**src/rtl/lc_repl_pkg.sv**
```systemverilog
package lc_repl_pkg;

    typedef enum logic [1:0] {
        LC_POOR = 2'b00,
        LC_BAL  = 2'b01,
        LC_GOOD = 2'b10,
        LC_GOOD2 = 2'b11
    } lc_class_e;

    // eviction priority: lower value is evicted earlier
    function automatic logic [1:0] evict_prio(input logic [1:0] cls);
        logic [1:0] p;
        case (cls)
            2'b00:   p = 2'd0;
            2'b01:   p = 2'd1;
            default: p = 2'd2;
        endcase
        return p;
    endfunction

endpackage

```
**src/rtl/lc_repl_slot.sv**
```systemverilog
// Next-state logic of one way: rank shift, valid and class update.
module lc_repl_slot #(
    parameter int unsigned RW = 4
) (
    input  logic [RW-1:0] rank_i,
    input  logic          valid_i,
    input  logic [1:0]    cls_i,
    input  logic          move_i,
    input  logic          is_tgt_i,
    input  logic          fill_i,
    input  logic [1:0]    fill_cls_i,
    input  logic [RW-1:0] from_i,
    input  logic [RW-1:0] to_i,
    output logic [RW-1:0] rank_o,
    output logic          valid_o,
    output logic [1:0]    cls_o
);

    always_comb begin
        rank_o  = rank_i;
        valid_o = valid_i;
        cls_o   = cls_i;
        if (move_i) begin
            if (is_tgt_i) begin
                rank_o = to_i;
                if (fill_i) begin
                    valid_o = 1'b1;
                    cls_o   = fill_cls_i;
                end
            end else if (to_i > from_i) begin
                if (rank_i > from_i && rank_i <= to_i) rank_o = rank_i - 1'b1;
            end else if (to_i < from_i) begin
                if (rank_i >= to_i && rank_i < from_i) rank_o = rank_i + 1'b1;
            end
        end
    end

endmodule

```
**src/rtl/lc_repl_victim.sv**
```systemverilog
// Chooses the way with the smallest key {valid, priority, rank}.
module lc_repl_victim
    import lc_repl_pkg::*;
#(
    parameter int unsigned WAYS = 16,
    localparam int unsigned RW = $clog2(WAYS)
) (
    input  logic [WAYS-1:0]         valid_i,
    input  logic [WAYS-1:0][1:0]    cls_i,
    input  logic [WAYS-1:0][RW-1:0] rank_i,
    output logic [RW-1:0]           victim_o
);

    localparam int unsigned KW = RW + 3;

    logic [KW-1:0] best_key;
    logic [KW-1:0] key;

    always_comb begin
        best_key = '1;
        victim_o = '0;
        key      = '0;
        for (int w = 0; w < WAYS; w++) begin
            key = {valid_i[w], evict_prio(cls_i[w]), rank_i[w]};
            if (key < best_key) begin
                best_key = key;
                victim_o = RW'(w);
            end
        end
    end

endmodule

```
**src/rtl/lc_repl_set.sv**
```systemverilog
// Replacement state of one cache set with class-dependent insertion depth.
// WAYS must be a power of two, at least 2.
module lc_repl_set
    import lc_repl_pkg::*;
#(
    parameter int unsigned WAYS = 16,
    localparam int unsigned RW = $clog2(WAYS)
) (
    input  logic          clk,
    input  logic          rst_n,
    input  logic          hit_i,
    input  logic          fill_i,
    input  logic [RW-1:0] way_i,
    input  logic [1:0]    cls_i,
    output logic [RW-1:0] victim_o
);

    localparam logic [RW-1:0] POS_TOP = RW'(WAYS - 1);
    localparam logic [RW-1:0] POS_MID = RW'(WAYS / 2);
    localparam logic [RW-1:0] POS_BOT = '0;

    typedef struct packed {
        logic [WAYS-1:0]         valid;
        logic [WAYS-1:0][1:0]    cls;
        logic [WAYS-1:0][RW-1:0] rank;
    } set_state_t;

    set_state_t state_q, state_d;

    logic [RW-1:0] from_pos, to_pos;
    logic          move;
    logic [WAYS-1:0][RW-1:0] rank_n;
    logic [WAYS-1:0]         valid_n;
    logic [WAYS-1:0][1:0]    cls_n;

    // insertion depth per class; a fill overrides a concurrent hit
    always_comb begin
        move     = hit_i | fill_i;
        from_pos = state_q.rank[way_i];
        if (fill_i) begin
            case (evict_prio(cls_i))
                2'd0:    to_pos = POS_BOT;
                2'd1:    to_pos = POS_MID;
                default: to_pos = POS_TOP;
            endcase
        end else begin
            to_pos = POS_TOP;
        end
    end

    for (genvar w = 0; w < WAYS; w++) begin : g_slot
        lc_repl_slot #(.RW(RW)) u_slot (
            .rank_i     (state_q.rank[w]),
            .valid_i    (state_q.valid[w]),
            .cls_i      (state_q.cls[w]),
            .move_i     (move),
            .is_tgt_i   (way_i == RW'(w)),
            .fill_i     (fill_i),
            .fill_cls_i (cls_i),
            .from_i     (from_pos),
            .to_i       (to_pos),
            .rank_o     (rank_n[w]),
            .valid_o    (valid_n[w]),
            .cls_o      (cls_n[w])
        );
    end

    always_comb begin
        state_d       = state_q;
        state_d.rank  = rank_n;
        state_d.valid = valid_n;
        state_d.cls   = cls_n;
    end

    always_ff @(posedge clk) begin
        if (!rst_n) begin
            state_q.valid <= '0;
            state_q.cls   <= '0;
            for (int w = 0; w < WAYS; w++) state_q.rank[w] <= RW'(w);
        end else begin
            state_q <= state_d;
        end
    end

    lc_repl_victim #(.WAYS(WAYS)) u_victim (
        .valid_i  (state_q.valid),
        .cls_i    (state_q.cls),
        .rank_i   (state_q.rank),
        .victim_o (victim_o)
    );

endmodule

```
**config.mk**
```make
export PLATFORM = sky130hd
export DESIGN_NAME = lc_repl_set
export DESIGN_NICKNAME = d
export VERILOG_FILES = /design/src/rtl/lc_repl_pkg.sv /design/src/rtl/lc_repl_slot.sv /design/src/rtl/lc_repl_victim.sv /design/src/rtl/lc_repl_set.sv
export SDC_FILE = /design/constraint.sdc
export NUM_CORES = 1
export LEC_CHECK = 0
export BUFFER_PORTS_ARGS = -buffer_cell sky130_fd_sc_hd__buf_2
export CAP_MARGIN = 40
export CORE_MARGIN = 2
export CORE_UTILIZATION = 50
export CTS_BUF_LIST = sky130_fd_sc_hd__clkbuf_8
export DETAILED_ROUTE_END_ITERATION = 6
export GPL_ROUTABILITY_DRIVEN = 0
export MAX_ROUTING_LAYER = met4
export PLACE_DENSITY_LB_ADDON = 0.2
export SYNTH_ARGS = -nofsm -noshare
export SYNTH_HDL_FRONTEND = slang
export SYNTH_HIERARCHICAL = 1
export SYNTH_SLANG_ARGS = --single-unit
```
**constraint.sdc**
```tcl
create_clock -name clk -period 70.3 [get_ports clk]
set_input_delay 3.515 -clock clk [delete_from_list [all_inputs] [get_ports clk]]
set_output_delay 3.515 -clock clk [all_outputs]
set_load 0.1 [all_outputs]
```
### Word level (Yosys, flattened, before mapping)

Index checks and enable logic that the tools add are counted.

| word-level totals | value |
|---|---|
| bits in registers | 112 |
| bits in latches | 0 |
| bits in writable memories | 0 |
| bits in read-only memories | 0 |
| input port bits | 10 |
| memories kept | 0 |

| operators by class | value |
|---|---|
| add/subtract/negate cells | 32 |
| multiply operators | 0 |
| divide/modulo/power cells | 0 |
| $lt $le $gt $ge | 83 |
| equal/unequal tests | 49 |
| shifts and indexed selects | 0 |
| multiplexer cells | 132 |
| bitwise operators | 1 |
| reductions and logical operators | 115 |

Operators by type and width:

| cell | number |
|---|---|
| $mux 4 | 90 |
| $lt 7x7->1 | 15 |
| $mux 7 | 15 |
| $reduce_bool 3->1 | 32 |
| $gt 4x4->1 | 17 |
| $lt 4x4->1 | 17 |
| $pmux 2 s2 | 17 |
| $add 4x1->4 const B | 16 |
| $ge 4x4->1 | 16 |
| $le 4x4->1 | 16 |
| $reduce_and 4->1 | 16 |
| $sub 4x1->4 const B | 16 |
| $reduce_and 3->1 | 16 |
| $ne 3x1->1 const B | 15 |
| $eq 2x1->1 const B | 18 |
| $logic_not 2->1 | 18 |
| $eq 4x4->1 const B | 8 |
| $logic_and 1x1->1 | 32 |
| $bmux 4 s4 | 1 |
| $eq 4x3->1 const B | 4 |
| $mux 3 | 4 |
| $eq 4x2->1 const B | 2 |
| $pmux 4 s2 | 1 |
| $lt 7x7->1 const B | 1 |
| 7 further kinds | 9 |

### Longest topological paths before layout

| logic depth | value |
|---|---|
| depth in word-level cells | 34 |
| depth in mapped cells | 136 |
| mapped depth without buffers | 124 |

### Modules after synthesis

Netlist, hierarchy kept.

By module, submodules not included:

| module | times used | cells an instance | area each (um^2) | seq. area each (um^2) |
|---|---|---|---|---|
| lc_repl_slot | 16 | 79 | 610.6 | 0.0 |
| lc_repl_victim | 1 | 761 | 5464.0 | 0.0 |
| lc_repl_set | 1 | 303 | 3656.0 | 2242.2 |

### Worst setup path after synthesis

Ideal clock, no wire load.

| timing | value |
|---|---|
| kind | reg-to-output |
| start point | reg state_q[67] in the netlist's numbering |
| end point | out victim_o[1] |
| arrival | 23.782 ns |
| data required time | 66.785 ns |
| setup slack | 43.003 ns |
| stages on the path, launching flop included | 130 |
| path buffers | 11 |
| cells stage by stage | dfxtp_1 > clkbuf_1 > ha_1 > a21o_1 > a21o_1 > o32ai_2 > or2_1 > a21o_2 > inv_1 > ha_1 > and3_1 > and3b_1 > o221ai_2 > a21o_2 > nand2_1 > buf_2 > nor2_1 > a21oi_1 > [... 94 more ...] > a311o_1 > a41oi_4 > mux2_2 > ha_1 > a21o_1 > a211oi_1 > o22ai_1 > a21o_1 > buf_6 > mux2_4 > ha_1 > a21o_1 > a21oi_1 > nand3_1 > nor3b_1 > mux2i_1 > o211a_1 > o311ai_1 |

| between the ends | value |
|---|---|
| longest elaborated chain between the ends | 32 |
| elaborated cells on any way between the ends | 46 |
| classes of those cells | 15 x order compare; 1 x eq/ne; 29 x mux; 1 x reduce/logical |

RTL lines:

| item | RTL line | text |
|---|---|---|
| start, declared | lc_repl_set.sv:28 | `set_state_t state_q, state_d;` |
| start signal, assigned | lc_repl_set.sv:81 | `state_q <= state_d;` |
| $eq 2x1->1 or $logic_not 2->1 (tied branches) | lc_repl_pkg.sv:13 | `case (cls)` |
| $pmux 2 s2 (*) | lc_repl_pkg.sv:13 |  |
| $lt 7x7->1 | lc_repl_victim.sv:25 | `if (key < best_key) begin` |
| $mux 7 (*) | lc_repl_victim.sv:25 |  |
| $lt 7x7->1 | lc_repl_victim.sv:25 |  |
| $mux 7 | lc_repl_victim.sv:25 |  |
| $lt 7x7->1 | lc_repl_victim.sv:25 |  |
| $mux 7 | lc_repl_victim.sv:25 |  |
| [... 16 more ...] | -- |  |
| $lt 7x7->1 | lc_repl_victim.sv:25 |  |
| $mux 7 | lc_repl_victim.sv:25 |  |
| $lt 7x7->1 | lc_repl_victim.sv:25 |  |
| $mux 7 | lc_repl_victim.sv:25 |  |
| $lt 7x7->1 | lc_repl_victim.sv:25 |  |
| $mux 7 | lc_repl_victim.sv:25 |  |
| $lt 7x7->1 | lc_repl_victim.sv:25 |  |
| $mux 4 (*) | lc_repl_victim.sv:25 |  |
| end, declared | lc_repl_set.sv:15 | `output logic [RW-1:0] victim_o` |

Mark *: on every way between the ends. The rest lies on a longest branch, timed or not.

### Worst setup path in the final report

| timing | value |
|---|---|
| start point | reg state_q[65] in the netlist's numbering |
| end point | out victim_o[1] |

| between the ends | value |
|---|---|
| longest elaborated chain between the ends | 34 |
| elaborated cells on any way between the ends | 48 |
| classes of those cells | 16 x order compare; 1 x eq/ne; 30 x mux; 1 x reduce/logical |

RTL lines:

| item | RTL line |
|---|---|
| $eq 2x1->1 or $logic_not 2->1 (tied branches) | lc_repl_pkg.sv:13 |
| $pmux 2 s2 (*) | lc_repl_pkg.sv:13 |
| $lt 7x7->1 | lc_repl_victim.sv:25 |
| $mux 7 (*) | lc_repl_victim.sv:25 |
| $lt 7x7->1 | lc_repl_victim.sv:25 |
| $mux 7 (*) | lc_repl_victim.sv:25 |
| $lt 7x7->1 | lc_repl_victim.sv:25 |
| $mux 7 | lc_repl_victim.sv:25 |
| [... 18 more ...] | -- |
| $lt 7x7->1 | lc_repl_victim.sv:25 |
| $mux 7 | lc_repl_victim.sv:25 |
| $lt 7x7->1 | lc_repl_victim.sv:25 |
| $mux 7 | lc_repl_victim.sv:25 |
| $lt 7x7->1 | lc_repl_victim.sv:25 |
| $mux 7 | lc_repl_victim.sv:25 |
| $lt 7x7->1 | lc_repl_victim.sv:25 |
| $mux 4 (*) | lc_repl_victim.sv:25 |

Marked as above.

==> results.sh <==
export IMPL_die_h_um=198
export IMPL_maxCapViolations=0
export IMPL_path_clk_slew_ps=120
export IMPL_critPathTopFamily="compound AO/OA/AOI/OAI gates"
export IMPL_synth_flop_cell="dfxtp_1"
export IMPL_post_cts_buffers=0
export IMPL_dieArea_um2=39300
export IMPL_yosys_warnings=6
export IMPL_synth_cell_type_count=112
export IMPL_reg_top3="state_q (112)"
export IMPL_reg2regPathDepth=11
export IMPL_crit_start="state_q[65]"
export IMPL_hold_start="state_q[96]"
export IMPL_clock_fmax_ghz=0.0322
export IMPL_area_growth_syn_to_layout_pct=2.97
export IMPL_wl_per_cell_um=18.8
export IMPL_ctsHoldBuffers=0
export IMPL_final_area_um2=19400
export IMPL_largest_reg_flops=112
export IMPL_hold_violations=0
export IMPL_top_register="state_q"
export IMPL_min_path_cells=2
export IMPL_overflow=0
export IMPL_place_inst=2776
export IMPL_setup_slack_ps=39250
export IMPL_clock_sinks=112
export IMPL_nFillCells=3553
export IMPL_synthCells=2328
export IMPL_syn_avg_cell_area_um2=8.11
export IMPL_slowest_delay_ps=600
export IMPL_root_buffer="clkbuf_8"
export IMPL_numCtsBuffers=9
export IMPL_async_flop_share=0
export IMPL_antenna_found_initial=0
export IMPL_wirelength_mm=52.6
export IMPL_core_region_area_um2=37400
export IMPL_grt_pass1_vias=17150
export IMPL_required_ps=66790
export IMPL_r2r_start="state_q[15]"
export IMPL_critPathMaxFanout=18
export IMPL_end_kind="output port"
export IMPL_reg2reg_to="state_q[7]"
export IMPL_grtUsageMet1=0.354
export IMPL_grt_pass1_wl_mm=87.1
export IMPL_ant_nets=0
export IMPL_setup_viol=0
export IMPL_grt_busiest_layer="met2"
export IMPL_post_route_min_period_ps=31050
export IMPL_timing_final_max_slew_violations=0
export IMPL_layout_cells_non_filler=2794
export IMPL_clk_latency_ps=420
export IMPL_crit_buf_inv=13
export IMPL_io_pins=14
export IMPL_critical_path_startpoint_type="flip-flop"
export IMPL_grt_max_degree=91
export IMPL_cp_arrival_ps=27540
export IMPL_cts_buffer_depth=2
export IMPL_cp_endpoint="victim_o[1]"
export IMPL_place_ws_ps=40270
export IMPL_grt_usage=0.277
export IMPL_synth_top_cell_area_share=0.170
export IMPL_cts_resized=0
export IMPL_maxSlewHeadroom=0.382
export IMPL_place_hpwl_mm=38.2
export IMPL_rsz0062_at_grt="false"
export IMPL_ys_seq_area_frac=0.119
export IMPL_cp_common_cell="ha_1"
export IMPL_drcViolationCount=0
export IMPL_tightest_slew_ps=920
export IMPL_synthesis_area_um2=18900
export IMPL_status="complete, no violations"
export IMPL_ys_ff_latch=112
export IMPL_synthesis_nets=2594
export IMPL_hp_class="flip-flop to flip-flop"
export IMPL_portBuffers=13
export IMPL_rows=71
export IMPL_htreeDepth=3
export IMPL_drt_pass1_iterations=6
export IMPL_cpMaxStageDelayCell="a211oi_1"
export IMPL_fin_nets=2543
export IMPL_setup_tns_ps=0
export IMPL_synthTopCellsByArea="ha_1, dfxtp_1, inv_1"
export IMPL_start_util=0.505
export IMPL_placed_area_um2=19200
export IMPL_routed_via_density=6.37
export IMPL_use_met2=0.468
export IMPL_finClkSkew_ps=9.04
export IMPL_yosysTopAreaCell="ha_1"
export IMPL_r2r_setup_slack_ps=66020
export IMPL_drtIter0Drc=1235
export IMPL_fp_dieW_um=198
export IMPL_path_class="flip-flop to output port"
export IMPL_synth_enable_flop_cells=0
export IMPL_period_share=0.442
export IMPL_cts_tree="yes"
export IMPL_layout_drive_gt1_share=0.110
export IMPL_via_count=17784
export IMPL_crit_cells=122
export IMPL_grt_use_met3=0.0245
==> kinds of logic (layout without fill, tap and decap cells) <==
kind of cell             Yosys count  in the layout  share of synthesized area
adder cells (fa/ha/maj)          271            271                      0.178
multiplexers                     136            136                     0.0892
AND/OR/NAND/NOR                  793            793                      0.243
buffers and inverters            336            290                     0.0762
flip-flops                       112            112                      0.119
other                              0              1                          0
AO/OA/AOI/OAI                    668            668                      0.290
XOR/XNOR                          12             12                    0.00556
==> synth_stat cells, drive strengths merged (19+ instances only) <==
cell type	instances
nand2b	68
or4	19
a22oi	26
mux2i	67
ha	256
a21o	24
o211ai	55
nand2	134
buf	33
nor4	19
o2bb2ai	20
o22ai	23
o21a	25
a2111oi	24
a21oi	140
nor3	46
nor3b	20
nor2b	84
and4	49
dfxtp	112
o21ai	90
a211o	22
a211oi	41
clkbuf	57
nand3	74
and2	88
mux2	53
nand4	19
nor2	123
inv	246
a311oi	19
==> metrics by stage <==
stage          utilization  hold slack, ps
3_3_place_gp         0.513             537
5_1_grt              0.520             606
2_1_floorplan            -             513
4_1_cts              0.520             587
3_5_place_dp         0.514             554
6_report             0.520             584
==> worst min-delay path by stage <==
| stage | to | slack, ps |
|---|---|---|
| 3_3_place_gp | state_q[96] | 540 |
| 2_1_floorplan | state_q[96] | 510 |
| 3_5_place_dp | state_q[96] | 550 |
| 4_1_cts | state_q[96] | 590 |
| 5_1_grt | state_q[96] | 610 |
| 6_report | state_q[96] | 580 |
==> worst min-delay path, stage by stage, from the launching register on <==
cell,delay (ps)
dfxtp_1,340
nand2b_1,100
and2_1,120
==> metal layers <==
metal	vias up	wire length (um)
li1	8671	-
met1	8571	24300
met2	464	25100
met3	78	2140
met4	0	1080
met5	-	0
==> cells in the final DEF, fill, tap and decap left out, types with 66 or more instances in the layout <==
master and instances:
ha_1 256, inv_1 246, a21oi_1 138, nor2_1 123
nand2_1 118, dfxtp_1 112, and2_1 88, nor2b_1 84
o21ai_0 81, nand3_1 72, nand2b_1 67, mux2i_1 66
==> cell type report <==
type | instances | area [um^2] | share of cell area
Clock buffer | 9 | 124 | 0.00637
Timing Repair Buffer | 28 | 213 | 0.0109
Inverter | 246 | 923 | 0.0475
Clock inverter | 7 | 77.6 | 0.00399
Antenna cell | 1 | 2.50 | 0.000129
Multi-Input combinational cell | 1880 | 15200 | 0.783
Sequential cell | 112 | 2240 | 0.115
Tap cell | 511 | 639 | 0.0329
Power is not shown: default switching activity piles up to over one toggle a cycle in this logic, so the estimate is an artifact.
